<file path="src/rtl/hfs_pkg.sv">
package hfs_pkg;

   typedef enum logic [1:0] {
      ST_NORMAL = 2'b00,
      ST_HOLD   = 2'b01,
      ST_FREE   = 2'b10
   } op_state_e;

   localparam logic [1:0] SEL_AUTO_HOLD = 2'b00;
   localparam logic [1:0] SEL_HOLD      = 2'b01;
   localparam logic [1:0] SEL_FREE      = 2'b10;
   localparam logic [1:0] SEL_AUTO      = 2'b11;

   // number of history slots; holdover reads the older one
   localparam int unsigned NSLOT = 2;

   // 2^-24 is about 0.06 ppm, finer than the 0.1 ppm holdover target
   localparam int unsigned MIN_WORD_W = 24;

endpackage

</file>
<file path="src/rtl/hfs_mode_decode.sv">
module hfs_mode_decode
   import hfs_pkg::*;
(
   input  logic [1:0] mode_sel,
   input  logic       ext_hold_req,
   input  logic       ref_locked,
   output op_state_e  next_state
);

   always_comb begin
      unique case (mode_sel)
         SEL_AUTO_HOLD: next_state = ref_locked ? ST_NORMAL : ST_HOLD;
         SEL_HOLD:      next_state = ST_HOLD;
         SEL_FREE:      next_state = ST_FREE;
         default:       next_state = (ref_locked && !ext_hold_req) ? ST_NORMAL : ST_HOLD;
      endcase
   end

endmodule

</file>
<file path="src/rtl/hfs_cap_timer.sv">
module hfs_cap_timer #(
   parameter int unsigned PERIOD = 520000
) (
   input  logic clk,
   input  logic rst_n,
   input  logic run,
   output logic tick
);

   localparam int unsigned CW = (PERIOD > 1) ? $clog2(PERIOD) : 1;
   localparam logic [CW-1:0] LAST = CW'(PERIOD - 1);

   generate
      if (PERIOD < 2) begin : g_bad_period
         $error("hfs_cap_timer: PERIOD must be at least 2");
      end
   endgenerate

   logic [CW-1:0] cnt_q;

   assign tick = run && (cnt_q == LAST);

   always_ff @(posedge clk or negedge rst_n) begin
      if (!rst_n) begin
         cnt_q <= '0;
      end else if (!run || tick) begin
         cnt_q <= '0;
      end else begin
         cnt_q <= cnt_q + 1'b1;
      end
   end

   AST_TICK_SPACED: assert property (@(posedge clk) disable iff (!rst_n)
      tick |=> !tick) else $error("capture marks too close together");

endmodule

</file>
<file path="src/rtl/hfs_slot_bank.sv">
module hfs_slot_bank
   import hfs_pkg::*;
#(
   parameter int unsigned W = 24,
   parameter logic [W-1:0] NOMINAL = '0
) (
   input  logic         clk,
   input  logic         rst_n,
   input  logic         cap_en,
   input  logic [W-1:0] cap_word,
   output logic [W-1:0] old_word
);

   localparam int unsigned PW = $clog2(NSLOT);

   logic [W-1:0] slot_q [NSLOT];
   logic [NSLOT-1:0] vld_q;
   logic [PW-1:0] wr_ptr_q;
   logic [NSLOT*W-1:0] slot_flat;

   generate
      for (genvar g = 0; g < NSLOT; g++) begin : g_slot
         always_ff @(posedge clk or negedge rst_n) begin
            if (!rst_n) begin
               slot_q[g] <= '0;
               vld_q[g]  <= 1'b0;
            end else if (cap_en && (wr_ptr_q == PW'(g))) begin
               slot_q[g] <= cap_word;
               vld_q[g]  <= 1'b1;
            end
         end
         assign slot_flat[g*W +: W] = slot_q[g];
      end
   endgenerate

   always_ff @(posedge clk or negedge rst_n) begin
      if (!rst_n) begin
         wr_ptr_q <= '0;
      end else if (cap_en) begin
         wr_ptr_q <= wr_ptr_q + 1'b1;
      end
   end

   // the slot due to be written next is the older one
   always_comb begin
      if (vld_q[wr_ptr_q]) begin
         old_word = slot_q[wr_ptr_q];
      end else if (vld_q[0]) begin
         old_word = slot_q[0];
      end else begin
         old_word = NOMINAL;
      end
   end

   AST_SLOTS_KEEP: assert property (@(posedge clk) disable iff (!rst_n)
      !cap_en |=> $stable(slot_flat)) else $error("slot changed without capture");
   AST_PTR_FLIP: assert property (@(posedge clk) disable iff (!rst_n)
      cap_en |=> (wr_ptr_q != $past(wr_ptr_q))) else $error("slot pointer did not advance");

endmodule

</file>
<file path="src/rtl/hfs_top.sv">
module hfs_top
   import hfs_pkg::*;
#(
   parameter int unsigned  W       = 24,
   parameter int unsigned  PERIOD  = 520000,
   parameter logic [W-1:0] NOMINAL = W'(1) << (W - 1)
) (
   input  logic         clk,
   input  logic         rst_n,
   input  logic [1:0]   mode_sel,
   input  logic         ext_hold_req,
   input  logic         ref_locked,
   input  logic [W-1:0] loop_word,
   output logic [W-1:0] freq_word,
   output logic [1:0]   op_state,
   output logic         holdover_active
);

   generate
      if (W < MIN_WORD_W) begin : g_bad_width
         $error("hfs_top: W too narrow for 0.1 ppm holdover resolution");
      end
   endgenerate

   op_state_e    nxt_state;
   op_state_e    state_q;
   logic         hold_q;
   logic         tick;
   logic         cap_en;
   logic [W-1:0] old_word;
   logic [W-1:0] freq_q;

   hfs_mode_decode u_dec (
      .mode_sel     (mode_sel),
      .ext_hold_req (ext_hold_req),
      .ref_locked   (ref_locked),
      .next_state   (nxt_state)
   );

   hfs_cap_timer #(.PERIOD(PERIOD)) u_tmr (
      .clk   (clk),
      .rst_n (rst_n),
      .run   (nxt_state == ST_NORMAL),
      .tick  (tick)
   );

   assign cap_en = tick;

   hfs_slot_bank #(.W(W), .NOMINAL(NOMINAL)) u_bank (
      .clk      (clk),
      .rst_n    (rst_n),
      .cap_en   (cap_en),
      .cap_word (loop_word),
      .old_word (old_word)
   );

   always_ff @(posedge clk or negedge rst_n) begin
      if (!rst_n) begin
         state_q <= ST_FREE;
         hold_q  <= 1'b0;
         freq_q  <= NOMINAL;
      end else begin
         state_q <= nxt_state;
         hold_q  <= (nxt_state == ST_HOLD);
         unique case (nxt_state)
            ST_NORMAL: freq_q <= loop_word;
            ST_HOLD:   if (!hold_q) freq_q <= old_word;
            default:   freq_q <= NOMINAL;
         endcase
      end
   end

   assign freq_word       = freq_q;
   assign op_state        = state_q;
   assign holdover_active = hold_q;

   AST_FREE_NOMINAL: assert property (@(posedge clk) disable iff (!rst_n)
      (state_q == ST_FREE) |-> (freq_q == NOMINAL)) else $error("freerun word off nominal");
   AST_HOLD_FROZEN: assert property (@(posedge clk) disable iff (!rst_n)
      (hold_q && $past(hold_q)) |-> $stable(freq_q)) else $error("holdover word moved");
   AST_STATE_LEGAL: assert property (@(posedge clk) disable iff (!rst_n)
      (state_q != 2'b11)) else $error("illegal state code");
   AST_NO_CAP_HOLD: assert property (@(posedge clk) disable iff (!rst_n)
      (mode_sel == SEL_HOLD || mode_sel == SEL_FREE) |-> !cap_en) else $error("capture outside normal");

endmodule

</file>
<file path="config.mk">
export PLATFORM = sky130hd
export DESIGN_NAME = hfs_top
export DESIGN_NICKNAME = d
export VERILOG_FILES = /design/src/rtl/hfs_pkg.sv /design/src/rtl/hfs_mode_decode.sv /design/src/rtl/hfs_cap_timer.sv /design/src/rtl/hfs_slot_bank.sv /design/src/rtl/hfs_top.sv
export SDC_FILE = /design/constraint.sdc
export NUM_CORES = 1
export LEC_CHECK = 0
export BUFFER_PORTS_ARGS = -buffer_cell sky130_fd_sc_hd__clkbuf_2
export CAP_MARGIN = 25
export CORE_MARGIN = 3
export CORE_UTILIZATION = 30
export DETAILED_ROUTE_END_ITERATION = 8
export GPL_TIMING_DRIVEN = 0
export SLEW_MARGIN = 20
export SYNTH_ARGS = -nofsm -noshare
export SYNTH_HDL_FRONTEND = slang
export SYNTH_HIERARCHICAL = 1
export SYNTH_SLANG_ARGS = --single-unit
</file>
<file path="constraint.sdc">
create_clock -name clk -period 4.65 [get_ports clk]
set_input_delay 0.93 -clock clk [delete_from_list [all_inputs] [get_ports clk]]
set_output_delay 0.93 -clock clk [all_outputs]
set_load 0.01 [all_outputs]
</file>
After elaboration in Yosys (flattened, before gate mapping)
Index checks and enable logic that the tools add are counted.

word-level totals
  logic and storage cells = 42
  bits in registers = 97
  output and inout port bits = 27
  input bits = 30

cells by class
  order comparisons = 2
  bitwise logic cells = 2
  multiplexer cells = 13
  equal/unequal tests = 5
  reductions and logical operators = 9
  $add $sub $neg = 2

operators by type and width
  operator                                                               count
  24-bit two-way mux                                                     6
  24-bit one-hot mux with 2 select lines                                 1
  19-bit by 1-bit adder with 19-bit output, second input constant        1
  19-bit equality test, second input constant                            1
  19-bit two-way mux                                                     1
  2-bit one-hot mux with 3 select lines                                  1
  2-bit by 1-bit equality test with 1-bit output, second input constant  2
  1-bit logical AND                                                      4
  2-bit logical NOT                                                      2
  1-bit two-way mux                                                      4
  2-bit equality test, second input constant                             1
  2-bit greater-or-equal comparator, second input constant               1
  1-bit logical NOT                                                      2
  1-bit by 2-bit < comparator with 1-bit output, second input constant   1
  2-bit != test, second input constant                                   1
  1-bit NOT with 2-bit output                                            1
  1-bit adder, second input constant                                     1
  1-bit logical OR                                                       1
  1-bit NOT                                                              1

Depth between registers and ports, before layout
  word-level depth = 8
  depth in mapped cells = 11
  depth with buffers taken out = 7

Cells and area by module
The synthesis kept the hierarchy.

modules (own cells, without submodules)
  module           area an instance (um^2)  instances  cells an instance  sequential area each (um^2)
  hfs_slot_bank    2394.8                   1          192                1276.2
  hfs_top          1282.5                   1          112                678.2
  hfs_cap_timer    980.9                    1          101                475.5
  hfs_mode_decode  32.5                     1          4                  0.0

Worst setup path after synthesis
OpenSTA, ideal clock, no wires.

  path kind = input to register
  from = input port mode_sel[1]
  to = register u_bank.slot_q, in the netlist u_bank/slot_flat[13]
  cell stages on the path = 11
  arrival = 2962 ps
  data required time = 4525 ps
  setup time = 125 ps
  buffers on the path = 4
  setup slack = 1563 ps
  cells stage by stage = nor2b_4 a311oi_1 buf_2 buf_2 nor2_1 inv_1 nor3_1 nor2b_4 buf_6 buf_12 mux2_4

between the ends
  longest elaborated chain between the ends = 5
  elaborated cells on any way between the ends = 7
  those cells by class = eq/ne (2); mux (1); reduce/logical (4)

RTL lines
  what                                         RTL line               source
  from (decl)                                  hfs_top.sv:10          input logic [1:0] mode_sel,
  2-bit equality test (tied with other cells)  hfs_mode_decode.sv:11  unique case (mode_sel)
  2-bit one-hot mux with 3 select lines (*)    hfs_mode_decode.sv:11
  named net nxt_state[0]                       hfs_top.sv:25          op_state_e nxt_state;
  2-bit logical NOT (*)                        hfs_top.sv:43          .run (nxt_state == ST_NORMAL),
  1-bit logical AND (*)                        hfs_cap_timer.sv:21    assign tick = run && (cnt_q == LAST);
  named net cap_en                             hfs_top.sv:29          logic cap_en;
  1-bit logical AND (*)                        hfs_slot_bank.sv:27    end else if (cap_en && (wr_ptr_q == PW'(g))) begin
  to (signal, indexed assignment)              hfs_slot_bank.sv:28    slot_q[g] <= cap_word;
  to (decl)                                    hfs_slot_bank.sv:16    logic [W-1:0] slot_q [NSLOT];

Mark *: on every way through the listed nets, which the timed path passes. The rest lies on a longest branch.
A chain may end at the register's enable or synchronous reset.

Worst setup path in the final report
  from = input port mode_sel[1]
  to = register u_bank.slot_q, in the netlist u_bank/slot_flat[14]

Same word-level chain as after synthesis.

==> metrics <==
status completed; ratio of final minimum period to clock period 71.2%; DRC Markers 0; cells after synthesis 409; final worst setup slack 1340 ps; Via Count between 3,000 and 4,000; Commonest cells post-synth dfrtp_1 (95), nor2_1 (45), mux2_2 (30); CP startpoint kind input port; DPL Wire Length between 7000 and 8000 µm; maximum clock rate between 300 and 400 MHz; Core Util, Final 36.6%; routability cong. ~0.76; M2 GR Usage around 23%; total grt overflow 0; total CTS buffers 9; Final Skew 10.9 ps; Initial Util 30.7%; layout cells sized above 1 30.9%; row cnt 45; Yosys warnings 6; Final Max Tran Viols 0; initial antenna violation count 1; Worst EP required 4870 ps; Post-CTS Setup Bufs 0; Routed Antenna Nets 0; DRT iter0 DRCs approximately 230; min Tclk post-route ~3300 ps; final net count 508; Post-synth EDFFs 0; CTS Hold Bufs 0; crit path capture type flip-flop; Least-Margin Pin Slew 713 ps; Synth Register Bits between 90 and 100; Setup WS pre-CTS 983 ps; Ant. Diodes 0; Pleak about 2.5 nW; final hold vios 0; top-level I/O count 57; Power Density 342 nW/µm²; clock-pin slew on the worst setup and hold paths 60 ps; Mapped Area 4690 µm²; largest net degree at the start of global routing 55; clock latency on the worst-skew pair 340 ps; biggest area consumer among synthesized cells dfrtp_1; gr busiest metal met2; Gates resized, CTS repair 0; first-pass GRT wire length around 18,000 µm; Worst Path Max Fanout 10; GR Util met1 roughly 17%; # setup viols final 0; CTS H-tree lvls 3; Post-Syn Nets 440; Die Height about 130 µm; RSZ-0062 raised after global routing no; die width roughly 130 µm; Clock Sinks a little under 100; Area Growth Syn to Fin 18.9%; ys async rst share 100%; vias per cell 4.83; synth top area cells dfrtp_1 (51%), mux2_2 (7.2%), mux2_4 (6.1%); Seq/Total Area, Yosys 51.8%; clk root buf clkbuf_16; Syn Area/Cell 11.5 µm²; Max VDD drop 0.000198 V; setup TNS 0 ps; Hold Crit Class reg -> reg; kind of critical path in -> reg; final wirelength 11,000 µm; met3 Use GR 3.21%; Clock Path Buffers 2; first-pass iteration count of the detailed router 4; vias in the first global route between 3,000 and 4,000; Placed Cells 677; IO buf count 56; Global Route Usage Sum 13.6%; Avg WL per Cell 15.8 µm; Core Region 15,300 µm²; CTS tree built; Netlist cell types 41; Finished Layout Cells 693; Max Cap Viol 0; worst path arrival time 3530 ps; Slew Limit Headroom 52.1%; Die Area 17,200 µm²; top cell type's share of synthesized area about half; top-count cell post-synth dfrtp_1; Main synth FF type dfrtp_1
==> through the flow <==
step	power [mW]	cell area (µm²)	hold WS (ps)
6_report	1.91	5580	503
5_1_grt	2.01	5580	523
4_1_cts	1.94	5580	510
3_5_place_dp	1.17	5270	492
3_3_place_gp	1.16	5240	482
2_1_floorplan	1.06	4690	471
==> critical path, stage by stage <==
cell and delay [ps]:
clkbuf_2 90, nor2b_4 150, a311oi_1 100, buf_2 260
buf_2 220, nor2_1 170, inv_1 100, nor3_1 610
nor2b_4 270, buf_6 160, buf_12 160, mux2_4 300
==> kinds of logic after synthesis <==
family | synth area share (%)
AOI/OAI and AO/OA | 7.04
adders and majority gates | 0.267
buffers and inverters | 5.04
xor gates and xnor gates | 2.99
DFF | 51.8
muxes | 18.4
and+or+nand+nor | 14.5
==> registers in the layout, indices dropped and copies added (netlist names) <==
signal,count
u_bank/slot_flat,48
freq_word,24
u_tmr/cnt_q,19
op_state,2
u_bank/vld_q,2
holdover_active,1
u_bank/wr_ptr_q,1
==> final cells by class <==
class | count | area [µm²]
Fill cell | 1496 | 9680
Sequential cell | 97 | 2430
Multi-Input combinational cell | 277 | 2020
Timing Repair Buffer | 57 | 317
Tap cell | 211 | 264
Clock buffer | 12 | 256
Buffer | 28 | 210
Clock inverter | 4 | 51.3
Inverter | 7 | 26.3
==> final timing paths <==
kind	startpoint	to	slack [ps]	cells after the start
worst max register to register	u_tmr/cnt_q[0]	u_bank/slot_flat[14]	2010	8
worst min register to register	u_tmr/cnt_q[0]	u_tmr/cnt_q[0]	500	1
max in group asynchronous	rst_n	op_state[1]	3500	2
worst max-delay path	mode_sel[1]	u_bank/slot_flat[14]	1340	12
worst min-delay path	u_tmr/cnt_q[0]	u_tmr/cnt_q[0]	500	1
min in group asynchronous	rst_n	u_tmr/cnt_q[9]	510	1
==> power breakdown <==
| group | internal, mW | leakage (nW) | switching [mW] | total (mW) |
|---|---|---|---|---|
| Clock | 0.447 | 0.149 | 0.314 | 0.761 |
| Sequential | 0.890 | 1.29 | 0.0282 | 0.919 |
| Combinational | 0.0989 | 1.09 | 0.132 | 0.231 |
| Total | 1.44 | 2.52 | 0.474 | 1.91 |
==> layout by cell type, fill, tap and decap left out, types with 4 or more instances in the layout <==
master	synthesis	layout
nor2_1	45	45
inv_1	7	7
nor3_1	6	6
clkbuf_2	5	60
nor4_1	4	4
mux2i_1	24	24
nand3_1	29	29
mux2_4	19	19
a211oi_1	23	23
o21ai_0	25	25
nand4_1	4	4
mux2_2	30	30
buf_12	4	4
clkbuf_16	0	9
clkbuf_1	9	10
dfrtp_1	95	95
xnor2_1	13	13
nand2_1	26	26
==> routing by layer <==
| layer | wire, µm | up-vias |
|---|---|---|
| met5 | 7 | - |
| met4 | 142 | 2 |
| met3 | 561 | 11 |
| met2 | 5540 | 83 |
| met1 | 4710 | 1682 |
| li1 | - | 1567 |
(Power assumes the default switching activity.)
